<file path="config.mk">
export PLATFORM = sky130hd
export DESIGN_NAME = sup_reset_ctrl
export DESIGN_NICKNAME = d
export VERILOG_FILES = /design/src/rtl/sup_rst_pkg.sv /design/src/rtl/sup_supply_filter.sv /design/src/rtl/sup_manual_detect.sv /design/src/rtl/sup_stretch_timer.sv /design/src/rtl/sup_reset_ctrl.sv
export SDC_FILE = /design/constraint.sdc
export NUM_CORES = 1
export LEC_CHECK = 0
export BUFFER_PORTS_ARGS = -buffer_cell sky130_fd_sc_hd__buf_4
export CORE_UTILIZATION = 45
export CTS_CLUSTER_SIZE = 28
export DETAILED_ROUTE_END_ITERATION = 10
export PLACE_DENSITY_LB_ADDON = 0.15
export SLEW_MARGIN = 10
export SYNTH_ARGS = -nofsm -noshare
export SYNTH_HDL_FRONTEND = slang
export SYNTH_SLANG_ARGS = --single-unit
export TNS_END_PERCENT = 1
</file>
<file path="constraint.sdc">
create_clock -name clk -period 2.1 [get_ports clk]
set_input_delay 0.42 -clock clk [delete_from_list [all_inputs] [get_ports clk]]
set_output_delay 0.42 -clock clk [all_outputs]
set_load 0.005 [all_outputs]
</file>
<file path="src/rtl/sup_rst_pkg.sv">
// Package: shared types and sizing helpers for the supervisory reset controller.
// Assumes: counts passed to the helpers are at least 1.
package sup_rst_pkg;

    // Stretch-timer state: released, held by a bad supply, or counting the stretch.
    typedef enum logic [1:0] {
        ST_OFF     = 2'd0,
        ST_HOLD    = 2'd1,
        ST_STRETCH = 2'd2
    } tmr_state_t;

    // Width of a counter that must hold the values 0 .. n-1.
    function automatic int cnt_width(input int n);
        return (n < 2) ? 1 : $clog2(n);
    endfunction

    // Clamp a derived count so that it is never below one cycle.
    function automatic int at_least_one(input int v);
        return (v < 1) ? 1 : v;
    endfunction

endpackage

</file>
<file path="src/rtl/sup_supply_filter.sv">
// Module: rejects short low glitches on the supply-good flag.
// Does: raises bad_o once supply_ok_i has been sampled low on FILT_CYC
//       consecutive edges; clears it on the first high sample.
// Assumes: supply_ok_i is already synchronous to clk.
module sup_supply_filter
    import sup_rst_pkg::*;
#(
    parameter int FILT_CYC = 4
) (
    input  logic clk,
    input  logic rst_n,
    input  logic supply_ok_i,
    output logic bad_o
);
    localparam int CW = cnt_width(FILT_CYC);
    localparam logic [CW-1:0] LAST = CW'(FILT_CYC - 1);

    logic [CW-1:0] low_cnt_q;
    logic          bad_q;

    // Count consecutive low samples and flag a bad supply at the threshold.
    always_ff @(posedge clk) begin
        if (!rst_n) begin
            low_cnt_q <= '0;
            bad_q     <= 1'b0;
        end else if (supply_ok_i) begin
            low_cnt_q <= '0;
            bad_q     <= 1'b0;
        end else if (low_cnt_q == LAST) begin
            bad_q     <= 1'b1;
        end else begin
            low_cnt_q <= low_cnt_q + CW'(1);
        end
    end

    assign bad_o = bad_q;

    // a bad indication only ever starts from a low sample.
    p_glitch_reject_r2: assert property (@(posedge clk) disable iff (!rst_n)
        $rose(bad_o) |-> $past(!supply_ok_i));

    // a high sample clears the bad indication on the next edge.
    p_recover_clears_r3: assert property (@(posedge clk) disable iff (!rst_n)
        supply_ok_i |=> !bad_o);

endmodule

</file>
<file path="src/rtl/sup_manual_detect.sv">
// Module: detects an external press on the shared reset pin.
// Does: emits a one-cycle trig_o after the pin has been seen active for
//       FILT_CYC consecutive samples. This happens only if it was seen
//       inactive before the run, and only while the block is not driving it.
// Assumes: pin_i is synchronous to clk; driving_i is the block's own drive enable.
module sup_manual_detect
    import sup_rst_pkg::*;
#(
    parameter int FILT_CYC    = 2,
    parameter bit ACTIVE_HIGH = 1'b0
) (
    input  logic clk,
    input  logic rst_n,
    input  logic pin_i,
    input  logic driving_i,
    output logic trig_o
);
    localparam int CW = cnt_width(FILT_CYC);
    localparam logic [CW-1:0] LAST = CW'(FILT_CYC - 1);
    localparam logic ACT_LVL = ACTIVE_HIGH;

    logic          pin_act;
    logic          armed_q;
    logic [CW-1:0] run_cnt_q;
    logic          trig_q;

    // Decode the pin level against the selected polarity.
    assign pin_act = (pin_i == ACT_LVL);

    // Arm on an inactive sample, count an active run, fire once per press.
    always_ff @(posedge clk) begin
        if (!rst_n) begin
            armed_q   <= 1'b0;
            run_cnt_q <= '0;
            trig_q    <= 1'b0;
        end else begin
            trig_q <= 1'b0;
            if (driving_i) begin
                armed_q   <= 1'b0;
                run_cnt_q <= '0;
            end else if (!pin_act) begin
                armed_q   <= 1'b1;
                run_cnt_q <= '0;
            end else if (armed_q) begin
                if (run_cnt_q == LAST) begin
                    trig_q    <= 1'b1;
                    armed_q   <= 1'b0;
                    run_cnt_q <= '0;
                end else begin
                    run_cnt_q <= run_cnt_q + CW'(1);
                end
            end
        end
    end

    assign trig_o = trig_q;

    // a press yields a single-cycle trigger.
    p_single_trig_r5: assert property (@(posedge clk) disable iff (!rst_n)
        trig_o |=> !trig_o);

    // a trigger is preceded by an active pin sample.
    p_trig_needs_active_r6: assert property (@(posedge clk) disable iff (!rst_n)
        trig_o |-> $past(pin_act));

endmodule

</file>
<file path="src/rtl/sup_stretch_timer.sv">
// Module: holds reset while the supply is bad and stretches every reset
//         to TIMEOUT_CYC cycles.
// Does: a bad supply parks the timer in HOLD at count zero; a start pulse
//       restarts the stretch; the timer releases when the count reaches its end.
// Assumes: hold_i and start_i are registered in clk's domain.
module sup_stretch_timer
    import sup_rst_pkg::*;
#(
    parameter int TIMEOUT_CYC = 16
) (
    input  logic clk,
    input  logic rst_n,
    input  logic hold_i,
    input  logic start_i,
    output logic active_o
);
    localparam int CW = cnt_width(TIMEOUT_CYC);
    localparam logic [CW-1:0] LAST = CW'(TIMEOUT_CYC - 1);

    tmr_state_t    state_q;
    logic [CW-1:0] cnt_q;

    // Advance the reset state: hold beats start, start beats counting.
    always_ff @(posedge clk) begin
        if (!rst_n) begin
            state_q <= ST_STRETCH;
            cnt_q   <= '0;
        end else if (hold_i) begin
            state_q <= ST_HOLD;
            cnt_q   <= '0;
        end else if (start_i) begin
            state_q <= ST_STRETCH;
            cnt_q   <= '0;
        end else begin
            case (state_q)
                ST_HOLD, ST_STRETCH: begin
                    if (cnt_q == LAST) begin
                        state_q <= ST_OFF;
                        cnt_q   <= '0;
                    end else begin
                        state_q <= ST_STRETCH;
                        cnt_q   <= cnt_q + CW'(1);
                    end
                end
                default: begin
                    state_q <= ST_OFF;
                    cnt_q   <= '0;
                end
            endcase
        end
    end

    assign active_o = (state_q != ST_OFF);

    // a bad supply forces reset active on the next edge.
    p_hold_forces_r1: assert property (@(posedge clk) disable iff (!rst_n)
        hold_i |=> active_o);

    // a start pulse restarts the stretch from zero.
    p_start_restarts_r5: assert property (@(posedge clk) disable iff (!rst_n)
        (start_i && !hold_i) |=> (state_q == ST_STRETCH && cnt_q == '0));

    // release happens only after the full count.
    p_full_width_r7: assert property (@(posedge clk) disable iff (!rst_n)
        $fell(active_o) |-> ($past(cnt_q) == LAST));

    // the counter never runs past its end value.
    p_cnt_bound_r3: assert property (@(posedge clk) disable iff (!rst_n)
        cnt_q <= LAST);

endmodule

</file>
<file path="src/rtl/sup_reset_ctrl.sv">
// Module: top of the supervisory reset controller.
// Does: combines the supply glitch filter, the pin press detector and the
//       stretch timer; drives an open-drain enable and a polarity-selected level.
// Assumes: supply_ok_i and pin_i are synchronized; the pin's pull resistor
//          returns it to the inactive level when not driven.
module sup_reset_ctrl
    import sup_rst_pkg::*;
#(
    parameter int CLK_HZ       = 50_000_000,
    parameter int TIMEOUT_CYC  = at_least_one(CLK_HZ / 5),
    parameter int MAN_FILT_CYC = at_least_one((CLK_HZ + 9_999_999) / 10_000_000),
    parameter int SUP_FILT_CYC = at_least_one(CLK_HZ / 1_000_000),
    parameter bit ACTIVE_HIGH  = 1'b0
) (
    input  logic clk,
    input  logic rst_n,
    input  logic supply_ok_i,
    input  logic pin_i,
    output logic pin_drive_o,
    output logic rst_level_o
);
    localparam logic ACT_LVL = ACTIVE_HIGH;

    logic sup_bad;
    logic man_trig;
    logic rst_active;

    sup_supply_filter #(
        .FILT_CYC (SUP_FILT_CYC)
    ) u_supply (
        .clk         (clk),
        .rst_n       (rst_n),
        .supply_ok_i (supply_ok_i),
        .bad_o       (sup_bad)
    );

    sup_manual_detect #(
        .FILT_CYC    (MAN_FILT_CYC),
        .ACTIVE_HIGH (ACTIVE_HIGH)
    ) u_manual (
        .clk       (clk),
        .rst_n     (rst_n),
        .pin_i     (pin_i),
        .driving_i (rst_active),
        .trig_o    (man_trig)
    );

    sup_stretch_timer #(
        .TIMEOUT_CYC (TIMEOUT_CYC)
    ) u_timer (
        .clk      (clk),
        .rst_n    (rst_n),
        .hold_i   (sup_bad),
        .start_i  (man_trig),
        .active_o (rst_active)
    );

    // Drive the pin only while reset is active; present the level in the chosen polarity.
    assign pin_drive_o = rst_active;
    assign rst_level_o = rst_active ? ACT_LVL : ~ACT_LVL;

    // the level output agrees with the drive enable in the chosen polarity.
    p_level_matches_r8: assert property (@(posedge clk) disable iff (!rst_n)
        (rst_level_o == ACT_LVL) == pin_drive_o);

    // reset is only released when the supply was not flagged bad.
    p_release_needs_supply_r3: assert property (@(posedge clk) disable iff (!rst_n)
        $fell(pin_drive_o) |-> $past(!sup_bad));

endmodule

</file>
; ---- Word level (Yosys, flattened, before mapping)
; Index checks and enable logic that the tools add are counted.
[totals]
input_bits = 4
register_bits = 38
elab_cells = 35
out_inout_bits = 2
[classes]
n_mux = 10
eq_ne = 5
n_reduce_logical = 7
addsub = 3
n_bitwise = 3
[op_table]
columns = op, count
row1 = $add 24x1->24 const B, 1
row2 = $eq 24x24->1 const B, 1
row3 = $mux 2, 4
row4 = $add 6x1->6 const B, 1
row5 = $eq 6x6->1 const B, 1
row6 = $reduce_or 2->1, 3
row7 = $mux 1, 5
row8 = $reduce_or 5->1, 1
row9 = $reduce_or 4->1, 1
row10 = $add 3x1->3 const B, 1
row11 = $eq 3x3->1 const B, 1
row12 = $mux 3, 1
row13 = $not 1->1, 3
row14 = $reduce_or 3->1, 1
row15 = $eq 2x1->1 const B, 1
row16 = $eq 2x2->1 const B, 1
row17 = $reduce_bool 2->1, 1

; ---- Depth between registers and ports, before layout
[depth]
ltp_word = 5
ltp_mapped = 6
mapped_depth_nobuf = 6

; ---- By module
; From an unflattened synthesis, not the netlist that was laid out.
[unflattened]
cells_unflattened = 194
hier_area_um2 = 1764.2
[by_module_without_submodules]
columns = module, seq_area_each_um2, area_per_inst_um2, cells_per_inst, n_inst
row1 = sup_stretch_timer, 520.5, 1207.4, 137, 1
row2 = sup_supply_filter, 140.1, 326.6, 32, 1
row3 = sup_manual_detect, 100.1, 226.5, 24, 1
row4 = sup_reset_ctrl, 0.0, 3.8, 1, 1

; ---- Least setup slack after synthesis
; No wires, ideal clock.
[synth_path]
path_type = reg2reg
start = reg u_timer.cnt_q[0]
end = reg u_timer.cnt_q[20]
arrival_ns = 1.854
stages_incl_launch_ff = 7
synth_period_minus_slack_ns = 1.923
path_buffers = 1
t_required_ns = 2.030
path_slack_ns = 0.177
setup_ns = 0.070
path_cell_list = dfxtp_1 -> ha_1 -> nand4_2 -> or4_1 -> buf_2 -> or3_1 -> a21oi_1
[synth_between]
elab_chain_cells = 2
elab_cells_between_ends = 3
cone_classes = add/sub: 1 / eq/ne: 1 / reduce/logical: 1
[synth_rtl]
columns = element, line_no
row1 = "start, declared", sup_stretch_timer.sv:21  ; logic [CW-1:0] cnt_q;
row2 = "start signal, assigned", sup_stretch_timer.sv:42  ; cnt_q <= cnt_q + CW'(1);
row3 = "parallel branches: the longest is 2 deep, another holds $add 24x1->24", -
; Several ways; the timed one is not identified.
; A chain may end at the register's enable or synchronous reset.

; ---- Final worst setup path
; Ends and elaborated chain as after synthesis.

==> results by group <==
Global route
  – Number of global-route vias before repair: between 1,000 and 1,500
  – GR Overflow Total: 0
  – Pin count of the biggest net entering global routing: 24
  – Initial antenna violation count: 0
  – First-pass GRT wire length: around 5.8 mm
  – Global Route Usage Sum: 18.5%

Worst setup path
  – Reg-to-reg setup timing slack: 0.14 ns
  – Reg2reg path depth: 5
  – CP Launch Type: flop
  – Arrival @ worst endpoint: between 2 and 2.5 ns
  – Max FO, Critical Path: 7
  – R2R Path End: u_timer.cnt_q[20]
  – Critical Path RT: between 2 and 2.5 ns
  – Crit path capture type: flop
  – Crit Path Category: reg -> reg
  – R2r startpoint: u_timer.cnt_q[0]

Routing
  – WL/cell: ~12 microns
  – Via count: about 1,400
  – Drt total wl: approximately 3.2 mm
  – Pre-antenna DRT Iters: 4
  – Antenna Violating Nets Remaining: 0
  – Post-route DRC: 0
  – Top sig layer: met4
  – Vias per cell: between 5 and 6
  – Routed met1 length: between 1.5 and 2 mm
  – Initial drt markers: slightly below 80
  – Met2 WL: roughly 1.5 mm
  – Metal3 WL: a little under 90 microns

Cells and area
  – Layout fillers: around 350
  – Diodes inserted: 0
  – Final net count: 223
  – Layout Area Growth over Synthesis: 12.3%
  – Share of cells above drive strength 1: a little under an eighth

Outcome
  – Outcome: finished, final reports clean

Yosys
  – Post-synth net total: ~210
  – Synthesized cell area: about 1700 sq um
  – Cell taking the most area after synthesis: dfxtp_1
  – Mean Syn Cell Area: a little under 9 sq um
  – Synth Warn #: 0
  – Top cells by area, synth: dfxtp_1, nor2_1, xnor2_1
  – Synth cell count leaders: dfxtp_1, nor2_1, nand3_1
  – Post-synth ARST share: 0%
  – Seq cells post-synth: 38
  – Post-synth EDFFs: 0
  – Share of the synthesized area in the top cell type: between 40% and 50%
  – Most frequent cell after synthesis: dfxtp_1
  – Library cells used by synthesis: 31
  – Seq/Total Area, Yosys: between 40% and 50%
  – Top FF cell, synth: dfxtp_1
  – Gate Count Post-Synth: around 200

STA
  – Final Slew Violations: 0
  – Final setup viols: 0
  – Final critical-path share of the clock period: slightly above 90%
  – Tmin final: between 1.5 and 2 ns
  – Slew Limit Headroom: 76.3%
  – TNS Setup: 0 ns
  – F_max: roughly 0.5 GHz
  – Worst Skew: 0.00401 ns
  – RSZ-0062 raised after global routing: false
  – Final Hold Viols: 0
  – Worst Max-Slew Pin Slew: approximately 0.35 ns

Clock tree
  – CTS tree: yes
  – Root buf cell: clkbuf_8
  – Clock Latency Late Sink: 0.29 ns
  – Max Buffers Root-to-Sink: 2
  – Clock transition at path regs: approximately 0.080 ns
  – CTS Sinks: 38
  – H-tree levels: 2
  – TritonCTS Buffers: 5
  – Hold_buf cts: 0

Floorplanning
  – Die Ht: 64.2 microns
  – Initial Utilization: 47.2%
  – Total Die Area: 4120 sq um
  – Ports: 6
  – Standard-cell rows: 22
  – Die Width: around 64 microns
  – CORE AREA: about 3700 sq um

Hold path
  – Worst hold start: pin_i
  – Hold Path Stages: 3
  – Hold Path Sink: u_manual.armed_q
  – Hold Crit Class: in -> reg

Placed design
  – Placed wire-length estimate: roughly 2.2 mm
  – IO buf count: 5
  – RePlAce Congestion: around 0.87

Power
  – PwrDens: approximately 660 nW/um^2
  – Gate power share: approximately 2.9%
  – Overall Power: about 1.3 mW
  – Reg power frac: between 50% and 60%
  – Maximum vdd drop: 0.482 mV
  – Internal power: between 1 and 1.5 mW
  – Clk pwr share: 40.4%
  – Net switching power: between 0.2 and 0.3 mW
  – Pleak: around 0.69 nW
  – Switch share: ~22%

Run
  – Number of max-cap violations: 0
==> state kept, by name (all words and copies together) (netlist names) <==
register            flops
u_timer.cnt_q          24
u_supply.low_cnt_q      6
u_manual.run_cnt_q      3
u_timer.state_q         2
u_manual.armed_q        1
u_manual.trig_o         1
u_supply.bad_o          1
==> what timing repair did <==
item | 4_1_cts | 5_1_grt
setup buffers | 0 | 0
resized for setup | 0 | 2
endpoints found under the setup margin | 0 | 3
hold endpoints to repair | 0 | 0
==> area by class of cell <==
class,instances,area [sq um],share of cell area (%)
Clock inverter,2,12.5,0.641
Sequential cell,38,761,38.9
Timing Repair Buffer,10,87.6,4.48
Clock buffer,6,82.6,4.23
Multi-Input combinational cell,150,920,47.1
Tap cell,48,60.1,3.07
Inverter,8,30.0,1.54
==> logic make-up after synthesis <==
kind of cell    after synthesis  share of synthesized area (%)
simple gates                 99                           30.4
flops                        38                           43.7
compound gates               26                           7.99
xor+xnor                     18                           9.07
buf+inv                      13                           3.81
fa+ha+maj                     6                           4.32
mux                           1                          0.647
==> per-layer routing <==
layer | vias up | track usage, %
met5 | - | 0
met4 | 0 | 9.17
met3 | 2 | 5.89
met2 | 11 | 29.1
met1 | 684 | 22.6
li1 | 723 | -
==> placed cells by master, fill, tap and decap left out, types with 8 or more instances in the layout <==
cell type | Yosys | final
a21oi_1 | 13 | 13
buf_4 | 0 | 9
dfxtp_1 | 38 | 38
inv_1 | 8 | 8
nand2_1 | 12 | 12
nand3_1 | 15 | 15
nor2_1 | 27 | 27
o21ai_0 | 10 | 10
or3_1 | 8 | 8
xnor2_1 | 9 | 9
xor2_1 | 9 | 9
==> worst max-delay path: stages, from the launching register on <==
cell	delay (ns)
dfxtp_1	0.38
ha_1	0.20
nand4_2	0.18
or4_4	0.62
or3_1	0.37
a21oi_1	0.14
==> how the worst max path moves through the flow <==
stage | startpoint | endpoint | slack, ns | cells past startpoint
final | u_timer.cnt_q[0] | u_timer.cnt_q[20] | 0.14 | 5
after global routing | u_timer.cnt_q[0] | u_timer.cnt_q[20] | 0.03 | 5
after CTS | u_timer.cnt_q[0] | u_timer.cnt_q[20] | 0.08 | 5
after detailed placement | u_timer.cnt_q[0] | u_timer.cnt_q[20] | 0.09 | 5
after global placement | u_timer.cnt_q[0] | u_timer.cnt_q[20] | 0.16 | 5
after floorplan | u_timer.cnt_q[0] | u_timer.cnt_q[20] | 0.18 | 6
==> stage by stage <==
stage | setup WS, ns | cells | utilization [%] | hold slack (ns) | cell area, sq um
floorplan | 0.177 | 201 | - | 0.438 | 1740
global placement | 0.162 | 254 | 50.2 | 0.453 | 1850
detailed placement | 0.0939 | 254 | 50.2 | 0.464 | 1850
CTS | 0.0777 | 262 | 52.7 | 0.336 | 1950
global route | 0.0308 | 262 | 53.0 | 0.355 | 1950
finish | 0.138 | 262 | 53.0 | 0.347 | 1950
==> power groups by stage <==
| stage | Sequential (mW) | Clock, mW | Combinational (mW) |
|---|---|---|---|
| 6_report | 0.735 | 0.524 | 0.0373 |
| 5_1_grt | 0.736 | 0.578 | 0.0431 |
| 4_1_cts | 0.735 | 0.543 | 0.0379 |
| 3_5_place_dp | 0.752 | 0 | 0.0376 |
| 3_3_place_gp | 0.752 | 0 | 0.0363 |
| 2_1_floorplan | 0.751 | 0 | 0.0255 |
Power figures use the tool's default switching activity.
